### config.mk
export PLATFORM = sky130hd
export DESIGN_NAME = panel_timing_gen
export DESIGN_NICKNAME = d
export VERILOG_FILES = /design/src/rtl/ptg_pkg.sv /design/src/rtl/ptg_activity.sv /design/src/rtl/ptg_counters.sv /design/src/rtl/ptg_window.sv /design/src/rtl/panel_timing_gen.sv
export SDC_FILE = /design/constraint.sdc
export NUM_CORES = 1
export LEC_CHECK = 0
export BUFFER_PORTS_ARGS = -buffer_cell sky130_fd_sc_hd__buf_2
export CAP_MARGIN = 20
export CORE_UTILIZATION = 45
export CTS_CLUSTER_DIAMETER = 120
export DETAILED_ROUTE_END_ITERATION = 10
export PLACE_DENSITY_LB_ADDON = 0.15
export SYNTH_ARGS = -nofsm -noshare
export SYNTH_HDL_FRONTEND = slang
export SYNTH_SLANG_ARGS = --single-unit
export TNS_END_PERCENT = 10
### constraint.sdc
create_clock -name clk_i -period 4.9 [get_ports clk_i]
set_clock_uncertainty 0.1 [all_clocks]
set_input_delay 0.49 -clock clk_i [delete_from_list [all_inputs] [get_ports clk_i]]
set_output_delay 0.49 -clock clk_i [all_outputs]
set_load 0.02 [all_outputs]
### src/rtl/ptg_pkg.sv
package ptg_pkg;
  typedef enum logic {
    MODE_DE   = 1'b0,
    MODE_SYNC = 1'b1
  } ptg_mode_e;

  typedef struct packed {
    logic line;   // input line start seen
    logic frame;  // line start is also first line of frame
    logic align;  // counters must follow this line start
  } ptg_evt_t;
endpackage

### src/rtl/ptg_activity.sv
module ptg_activity
  import ptg_pkg::*;
#(
  parameter int LOSS_CLKS  = 80,
  parameter int VBLANK_MIN = 24,
  localparam int IW = $clog2(LOSS_CLKS + 1)
) (
  input  logic      clk_i,
  input  logic      rst_ni,
  input  ptg_mode_e mode_i,
  input  logic      de_i,
  input  logic      hs_i,
  input  logic      vs_i,
  output ptg_evt_t  evt_o,
  output logic      free_run_o
);
  logic          de_q, hs_q, vs_q, vs_pend_q;
  logic [IW-1:0] idle_q;
  logic [1:0]    good_q;
  logic          free_q;
  logic          de_rise, hs_rise, vs_rise;
  logic          line_ev, frame_ev, timeout;

  assign de_rise = de_i & ~de_q;
  assign hs_rise = hs_i & ~hs_q;
  assign vs_rise = vs_i & ~vs_q;
  assign timeout = (idle_q == IW'(LOSS_CLKS));

  always_comb begin
    if (mode_i == MODE_SYNC) begin
      line_ev  = hs_rise;
      frame_ev = hs_rise & (vs_pend_q | vs_rise);
    end else begin
      line_ev  = de_rise;
      frame_ev = de_rise & (idle_q >= IW'(VBLANK_MIN));
    end
  end

  assign evt_o.line  = line_ev;
  assign evt_o.frame = frame_ev;
  assign evt_o.align = line_ev & (~free_q | (good_q == 2'd1));
  assign free_run_o  = free_q;

  always_ff @(posedge clk_i or negedge rst_ni) begin
    if (!rst_ni) begin
      de_q      <= 1'b0;
      hs_q      <= 1'b0;
      vs_q      <= 1'b0;
      vs_pend_q <= 1'b0;
      idle_q    <= '0;
      good_q    <= '0;
      free_q    <= 1'b1;
    end else begin
      de_q      <= de_i;
      hs_q      <= hs_i;
      vs_q      <= vs_i;
      vs_pend_q <= (vs_pend_q | vs_rise) & ~hs_rise;
      if (line_ev) begin
        idle_q <= '0;
        if (good_q != 2'd2) good_q <= good_q + 2'd1;
        if (free_q && good_q == 2'd1) free_q <= 1'b0;
      end else if (timeout) begin
        free_q <= 1'b1;
        good_q <= '0;
      end else begin
        idle_q <= idle_q + IW'(1);
      end
    end
  end

  assert_loss_sets_free_R5: assert property (@(posedge clk_i) disable iff (!rst_ni)
    (timeout && !line_ev) |=> free_run_o);

  assert_first_edge_ignored_R6: assert property (@(posedge clk_i) disable iff (!rst_ni)
    (free_run_o && good_q == 2'd0 && line_ev) |=> (free_run_o && !evt_o.align));

  assert_idle_bounded_R5: assert property (@(posedge clk_i) disable iff (!rst_ni)
    idle_q <= IW'(LOSS_CLKS));
endmodule

### src/rtl/ptg_counters.sv
module ptg_counters
  import ptg_pkg::*;
#(
  parameter int H_TOTAL = 16,
  parameter int V_TOTAL = 9,
  localparam int PXW = $clog2(H_TOTAL),
  localparam int LNW = $clog2(V_TOTAL)
) (
  input  logic           clk_i,
  input  logic           rst_ni,
  input  ptg_evt_t       evt_i,
  output logic [PXW-1:0] px_o,
  output logic [LNW-1:0] ln_o,
  output logic           fpol_o
);
  localparam logic [PXW-1:0] PX_LAST = PXW'(H_TOTAL - 1);
  localparam logic [LNW-1:0] LN_LAST = LNW'(V_TOTAL - 1);

  logic [PXW-1:0] px_q, px_d;
  logic [LNW-1:0] ln_q, ln_d, ln_inc;
  logic           fpol_q, new_line;

  assign ln_inc = (ln_q == LN_LAST) ? '0 : ln_q + LNW'(1);

  always_comb begin
    px_d     = px_q + PXW'(1);
    ln_d     = ln_q;
    new_line = 1'b0;
    if (evt_i.align) begin
      px_d     = '0;
      ln_d     = evt_i.frame ? '0 : ln_inc;
      new_line = 1'b1;
    end else if (px_q == PX_LAST) begin
      px_d     = '0;
      ln_d     = ln_inc;
      new_line = 1'b1;
    end
  end

  always_ff @(posedge clk_i or negedge rst_ni) begin
    if (!rst_ni) begin
      px_q   <= '0;
      ln_q   <= '0;
      fpol_q <= 1'b0;
    end else begin
      px_q <= px_d;
      ln_q <= ln_d;
      if (new_line && ln_d == '0) fpol_q <= ~fpol_q;
    end
  end

  assign px_o   = px_q;
  assign ln_o   = ln_q;
  assign fpol_o = fpol_q;

  assert_px_range_R2: assert property (@(posedge clk_i) disable iff (!rst_ni)
    px_q <= PX_LAST);

  assert_ln_range_R2: assert property (@(posedge clk_i) disable iff (!rst_ni)
    ln_q <= LN_LAST);

  assert_align_zero_R3: assert property (@(posedge clk_i) disable iff (!rst_ni)
    evt_i.align |=> (px_q == '0));

  assert_frame_flip_R9: assert property (@(posedge clk_i) disable iff (!rst_ni)
    (ln_q != '0) ##1 (ln_q == '0) |-> (fpol_q != $past(fpol_q)));
endmodule

### src/rtl/ptg_window.sv
module ptg_window #(
  parameter int PXW = 4,
  parameter int LNW = 4
) (
  input  logic [PXW-1:0] px_i,
  input  logic [LNW-1:0] ln_i,
  input  logic [LNW-1:0] ln_first_i,
  input  logic [LNW-1:0] ln_last_i,
  input  logic [PXW-1:0] px_first_i,
  input  logic [PXW-1:0] px_last_i,
  output logic           hit_o
);
  logic in_ln, in_px;
  assign in_ln = (ln_i >= ln_first_i) && (ln_i <= ln_last_i);
  assign in_px = (px_i >= px_first_i) && (px_i <= px_last_i);
  assign hit_o = in_ln & in_px;
endmodule

### src/rtl/panel_timing_gen.sv
module panel_timing_gen
  import ptg_pkg::*;
#(
  parameter int H_ACTIVE   = 10,
  parameter int H_TOTAL    = 16,
  parameter int V_ACTIVE   = 6,
  parameter int V_TOTAL    = 9,
  parameter int VBLANK_MIN = 24,
  parameter int LOSS_CLKS  = 80,
  parameter int N_GPO      = 4,
  localparam int PXW = $clog2(H_TOTAL),
  localparam int LNW = $clog2(V_TOTAL)
) (
  input  logic                      clk_i,
  input  logic                      rst_ni,
  input  logic                      sync_mode_i,
  input  logic                      inv2_i,
  input  logic                      de_i,
  input  logic                      hs_i,
  input  logic                      vs_i,
  input  logic [N_GPO-1:0][LNW-1:0] gpo_ln_first_i,
  input  logic [N_GPO-1:0][LNW-1:0] gpo_ln_last_i,
  input  logic [N_GPO-1:0][PXW-1:0] gpo_px_first_i,
  input  logic [N_GPO-1:0][PXW-1:0] gpo_px_last_i,
  output logic                      de_o,
  output logic [PXW-1:0]            px_o,
  output logic [LNW-1:0]            ln_o,
  output logic                      rev_o,
  output logic                      free_run_o,
  output logic [N_GPO-1:0]          gpo_o
);
  ptg_evt_t       evt;
  ptg_mode_e      mode;
  logic [PXW-1:0] px;
  logic [LNW-1:0] ln;
  logic           fpol;

  assign mode = sync_mode_i ? MODE_SYNC : MODE_DE;

  ptg_activity #(
    .LOSS_CLKS (LOSS_CLKS),
    .VBLANK_MIN(VBLANK_MIN)
  ) u_activity (
    .clk_i     (clk_i),
    .rst_ni    (rst_ni),
    .mode_i    (mode),
    .de_i      (de_i),
    .hs_i      (hs_i),
    .vs_i      (vs_i),
    .evt_o     (evt),
    .free_run_o(free_run_o)
  );

  ptg_counters #(
    .H_TOTAL(H_TOTAL),
    .V_TOTAL(V_TOTAL)
  ) u_counters (
    .clk_i (clk_i),
    .rst_ni(rst_ni),
    .evt_i (evt),
    .px_o  (px),
    .ln_o  (ln),
    .fpol_o(fpol)
  );

  for (genvar k = 0; k < N_GPO; k++) begin : g_win
    ptg_window #(
      .PXW(PXW),
      .LNW(LNW)
    ) u_win (
      .px_i      (px),
      .ln_i      (ln),
      .ln_first_i(gpo_ln_first_i[k]),
      .ln_last_i (gpo_ln_last_i[k]),
      .px_first_i(gpo_px_first_i[k]),
      .px_last_i (gpo_px_last_i[k]),
      .hit_o     (gpo_o[k])
    );

    assert_empty_window_R10: assert property (@(posedge clk_i) disable iff (!rst_ni)
      (gpo_ln_first_i[k] > gpo_ln_last_i[k]) |-> !gpo_o[k]);
  end

  assign px_o  = px;
  assign ln_o  = ln;
  assign de_o  = (px < PXW'(H_ACTIVE)) && (ln < LNW'(V_ACTIVE));
  assign rev_o = fpol ^ (inv2_i ? ln[1] : ln[0]);

  assert_de_inside_R11: assert property (@(posedge clk_i) disable iff (!rst_ni)
    de_o |-> (ln_o < LNW'(V_ACTIVE)));
endmodule

## After elaboration in Yosys (flattened, before gate mapping)

Cells that the tools add are included.

| storage, ports and cells | value |
|---|---|
| latch bits | 0 |
| memories kept | 0 |
| memory bits (writable) | 0 |
| input bits | 71 |
| output and inout port bits | 15 |
| ROM bits | 0 |
| register bits | 23 |

| cells by class | value |
|---|---|
| divide/modulo/power cells | 0 |
| bitwise operators | 20 |
| reduce and logical (&&, ||, !) cells | 15 |
| $add $sub $neg | 4 |
| equal/unequal tests | 8 |
| multipliers | 0 |
| shifts and indexed selects | 0 |
| $lt $le $gt $ge | 19 |
| muxes and demuxes | 20 |

Operators by type and width:

| cell | count |
|---|---|
| $ge A4 B4 Y1 | 8 |
| $le A4 B4 Y1 | 8 |
| $mux W4 | 6 |
| $mux W7 | 2 |
| $and A1 B1 Y1 | 11 |
| $logic_and A1 B1 Y1 | 11 |
| $mux W1 | 9 |
| $add A4 B1 Y4 const B | 2 |
| $eq A4 B4 Y1 const B | 2 |
| $add A7 B1 Y7 const B | 1 |
| $eq A7 B7 Y1 const B | 1 |
| $ge A7 B5 Y1 const B | 1 |
| $mux W2 | 3 |
| $ne A2 B2 Y1 const B | 3 |
| $not A1 Y1 | 6 |
| $logic_not A4 Y1 | 1 |
| $lt A4 B3 Y1 const B | 1 |
| $lt A4 B4 Y1 const B | 1 |
| $reduce_and A2 Y1 | 2 |
| $add A2 B1 Y2 const B | 1 |
| $eq A2 B1 Y1 const B | 1 |
| $ne A2 B1 Y1 const B | 1 |
| $or A1 B1 Y1 | 2 |
| $reduce_bool A2 Y1 | 1 |
| $xor A1 B1 Y1 | 1 |

## Depth between registers and ports, before layout

| depth | value |
|---|---|
| depth after elaboration | 9 |
| mapped depth | 8 |
| mapped depth without buffers | 7 |

## Cells and area by module

Synthesis repeated with hierarchy kept, for this count alone.

| unflattened totals | value |
|---|---|
| cell total of the unflattened synthesis | 336 |
| area total of the unflattened synthesis | 2906.5 um^2 |

Modules (own cells, without submodules):

| module | cells each | area an instance (um^2) | instances | sequential area each (um^2) |
|---|---|---|---|---|
| ptg_window | 50 | 397.9 | 4 | 0.0 |
| ptg_activity | 72 | 728.2 | 1 | 351.6 |
| ptg_counters | 60 | 548.0 | 1 | 225.2 |
| panel_timing_gen | 4 | 38.8 | 1 | 0.0 |

## Least setup slack after synthesis

No wires, ideal clock.

| timing path | value |
|---|---|
| kind | flip-flop to output port |
| from | reg u_counters.ln_q[1], in the netlist u_counters.ln_o[1] |
| to | out gpo_o[0] |
| data required time | 4.310 ns |
| buffers on the path | 1 |
| arrival | 1.896 ns |
| path slack | 2.414 ns |
| cell stages (with the launch flop) | 8 |
| cells stage by stage | dfrtp_1 > ha_1 > nor2b_1 > o21a_1 > o21a_1 > o21ai_0 > nor4bb_1 > buf_4 |

| between the ends | value |
|---|---|
| longest elaborated chain between the ends | 3 |
| elaborated cells on any way between the ends | 4 |

RTL lines:

| item | line | text |
|---|---|---|
| start: declaration | ptg_counters.sv:20 | `logic [LNW-1:0] ln_q, ln_d, ln_inc;` |
| start signal: assignment | ptg_counters.sv:47 | `ln_q <= ln_d;` |
| $ge A4 B4 Y1 or $le A4 B4 Y1 (tied branches) | ptg_window.sv:14 | `assign in_ln = (ln_i >= ln_first_i) && (ln_i <= ln_last_i);` |
| $logic_and A1 B1 Y1 (*) | ptg_window.sv:14 |  |
| $and A1 B1 Y1 (*) | ptg_window.sv:16 | `assign hit_o = in_ln & in_px;` |
| end: declaration | panel_timing_gen.sv:30 | `output logic [N_GPO-1:0] gpo_o` |

Every way passes the cells marked *; elsewhere a longest branch is shown, timed or not.

## Final worst setup path

| timing path | value |
|---|---|
| from | reg u_counters.px_q[1], in the netlist u_counters.px_o[1] |
| to | out gpo_o[0] |

| between the ends | value |
|---|---|
| longest elaborated chain between the ends | 3 |
| elaborated cells on any way between the ends | 4 |

RTL lines:

| item | line | text |
|---|---|---|
| start: declaration | ptg_counters.sv:19 | `logic [PXW-1:0] px_q, px_d;` |
| start signal: assignment | ptg_counters.sv:46 | `px_q <= px_d;` |
| $ge A4 B4 Y1 or $le A4 B4 Y1 (tied branches) | ptg_window.sv:15 | `assign in_px = (px_i >= px_first_i) && (px_i <= px_last_i);` |
| $logic_and A1 B1 Y1 (*) | ptg_window.sv:15 |  |
| $and A1 B1 Y1 (*) | ptg_window.sv:16 |  |

Marks and branches as above.

==> flow_summary_export.csv <==
group,metric,value,unit
grt,grt_pass1_vias,2411,
sta,worst_pin_slew,0.676,ns
clock_tree,cts.sink_count,23,
cells_and_area,drive_gt1_share,24.1,%
route,via_per_inst,5.12,
logic_synthesis,synth_nets,453,
sta,slew_headroom,54.9,%
logic_synthesis,ys_seq_area_share,21.2,%
cells_and_area,area_delta_synth_final,19.3,%
clock_tree,cts_tree,"built",
floorplan,dieArea,6360,µm²
sta,hold_viol_final,0,
sta,fin_tns_setup,0,ns
sta,slew_violations,0,
floorplan,start_util,47.9,%
worst_setup_path,worst-r2r-cell-count,7,
logic_synthesis,async_flop_share,100,%
placed_design,port_buffers,85,
worst_setup_path,crit_type,"flop to output pin",
floorplan,die_x,79.8,µm
placed_design,dp_hpwl,4.69,mm
job,drv_cap,0,
sta,holdWs,0.0931,ns
worst_setup_path,worstPathArrival,2.49,ns
sta,period_share,62.8,%
logic_synthesis,synthesis.area,2720,µm²
route,drc,0,
clock_tree,htreeDepth,1,
grt,grt_max_degree,24,
route,wirelength,5.86,mm
floorplan,die_y,79.8,µm
route,num_vias,2389,
logic_synthesis,syn_avg_cell_area,8.75,µm²
sta,setup_violations,0,
clock_tree,root_buffer,"clkbuf_8",
grt,busiest_layer,"met2",
clock_tree,cts-buffers-inserted,3,
placed_design,finalWeightedCongestion,0.804,
route,drt_iter0_markers,116,
grt,overflow,0,
logic_synthesis,synth_top_area_share,32.6,%
worst_setup_path,reg2reg_slack,2.79,ns
grt,gr-usage-met3,2.40,%
floorplan,io_pins,86,
worst_setup_path,r2r_end,"u_counters.fpol_o",
worst_setup_path,start_kind,"flop",
clock_tree,holdBufCountCts,0,
pwr,p_total,1.35,mW
cells_and_area,diodes,0,
grt,antenna_found_initial,0,
sta,max_freq,0.325,GHz
clock_tree,post_cts_resize_count,0,
grt,grt_first_pass_wirelength,10.3,mm
logic_synthesis,yosys.area.top_type,"ha_1",
sta,rsz0062_at_grt,"no",
run_status,status,"finished clean",
route,wl_per_cell,12.5,µm
route,dr.pass1.iters,4,
clock_tree,path_clk_slew,0.08,ns
pwr,vdd_ir_drop_max,0.000222,V
cells_and_area,fillCellCount,556,
floorplan,core,5680,µm²
floorplan,fp-row-count,27,
route,ant_nets,0,
cells_and_area,final_nets,538,
worst_setup_path,reg2reg_from,"u_counters.ln_o[0]",
clock_tree,clk_path_buf_depth,2,
logic_synthesis,ys_top_cells_by_area,"ha_1 (33%), dfrtp_1 (20%), inv_1 (8.3%), a21o_1 (4.7%), o21a_1 (4.7%)",
min_path,min_path_type,"input pin to async pin",
pwr,leakage,1.93,nW
logic_synthesis,postSynthCellCount,311,
grt,grtUsageMet2,36.5,%
grt,gr-usage-all-layers,20.5,%
grt,grt_use_met1,25.9,%
sta,min_period,3.08,ns
clock_tree,cts_setup_buffers,0,
logic_synthesis,synth_warnings,0,
clock_tree,clk_latency,0.26,ns
logic_synthesis,ys_ff_latch,23,
worst_setup_path,critPathRequiredTime,4.31,ns
logic_synthesis,synth-edff-count,0,
pwr,power.density,416,nW/µm²
logic_synthesis,ys.flop_type,"dfrtp_1",
logic_synthesis,ys_types,38,
worst_setup_path,crit_fanout,12,
worst_setup_path,end_kind,"output pin",
## state kept, by name (all words and copies together) (netlist names)
| register | cells |
|---|---|
| u_activity.idle_q | 7 |
| u_activity.de_q | 1 |
| u_activity.good_q | 2 |
| u_counters.ln_o | 4 |
| u_counters.fpol_o | 1 |
| u_activity.hs_q | 1 |
| u_counters.px_o | 4 |
| u_activity.vs_q | 1 |
| u_activity.vs_pend_q | 1 |
| u_activity.free_run_o | 1 |
## kinds of logic after synthesis
kind of cell / count (synthesis) / share of synthesized area (%)
AOI/OAI and AO/OA: 75 / 18.6
xor gates and xnor gates: 7 / 2.25
adders and majority gates: 71 / 32.6
buffers and inverters: 65 / 9.56
DFF: 23 / 21.2
muxes: 4 / 1.70
and+or+nand+nor: 66 / 14.1
## layout by cell type, fill, tap and decap left out, types with 3 or more instances in the layout
cell,Yosys,routed
nor2_1,11,11
nand2_1,7,7
a21o_1,17,17
nand2b_1,10,10
nand4_1,9,9
dfrtp_1,22,22
inv_1,60,60
o21ai_0,13,13
clkbuf_8,0,3
o21a_1,17,17
xnor2_1,3,3
nor2b_1,9,9
buf_2,1,85
nor4bb_1,4,4
a21oi_1,16,16
nand3_1,8,8
ha_1,71,71
xor2_1,4,4
## through the flow
| stage | worst slack [ns] | std cells | util (%) | instance area, µm² |
|---|---|---|---|---|
| 3_3_place_gp | 2.16 | 463 | 56.4 | 3200 |
| 6_report | 1.82 | 467 | 57.2 | 3250 |
| 2_1_floorplan | 2.41 | 311 | - | 2720 |
| 5_1_grt | 1.67 | 467 | 57.2 | 3250 |
| 3_5_place_dp | 2.08 | 463 | 56.4 | 3200 |
| 4_1_cts | 1.79 | 467 | 57.2 | 3250 |
## routing by layer
metal	share of wire, %	vias to the layer above
li1	-	1247
met5	0	-
met4	1.7	0
met2	46	71
met1	47	1061
met3	4.7	10
## critical path: stages (launching register included)
cell,delay [ns]
dfrtp_1,0.64
ha_1,0.33
nor2b_1,0.13
o21a_1,0.16
o21a_1,0.16
o21ai_0,0.26
nor4bb_1,0.33
buf_2,0.21
## area by class of cell
| cell class | count | area, µm² | area share (%) |
|---|---|---|---|
| clock buffer | 4 | 45.0 | 1.39 |
| inverter | 60 | 225 | 6.94 |
| multi-input combinational | 223 | 1880 | 58.0 |
| sequential | 23 | 577 | 17.8 |
| tap | 72 | 90.1 | 2.77 |
| timing repair buffer | 85 | 425 | 13.1 |
## worst max-delay path by stage
stage | startpoint | endpoint
CTS | u_counters.px_o[1] | gpo_o[0]
floorplan | u_counters.ln_o[1] | gpo_o[0]
global placement | u_counters.px_o[1] | gpo_o[2]
global route | u_counters.px_o[1] | gpo_o[0]
detailed placement | u_counters.px_o[1] | gpo_o[0]
finish | u_counters.px_o[1] | gpo_o[0]
## synth_stat cells, drive strengths merged (4+ instances only)
| master | number |
|---|---|
| nor2 | 11 |
| ha | 71 |
| inv | 60 |
| nand3 | 8 |
| dfrtp | 22 |
| o21ai | 13 |
| nor2b | 9 |
| nand4 | 9 |
| buf | 5 |
| xor2 | 4 |
| o21a | 17 |
| nand2 | 7 |
| nor4bb | 4 |
| a21o | 17 |
| a21oi | 16 |
| nand2b | 10 |
## report_power, final
group | switching [mW] | internal, mW | leakage (nW)
Sequential | 0.155 | 0.245 | 0.287
Combinational | 0.409 | 0.425 | 1.62
Clock | 0.0592 | 0.0580 | 0.0228
No activity file was read; power rests on OpenSTA's default activity.
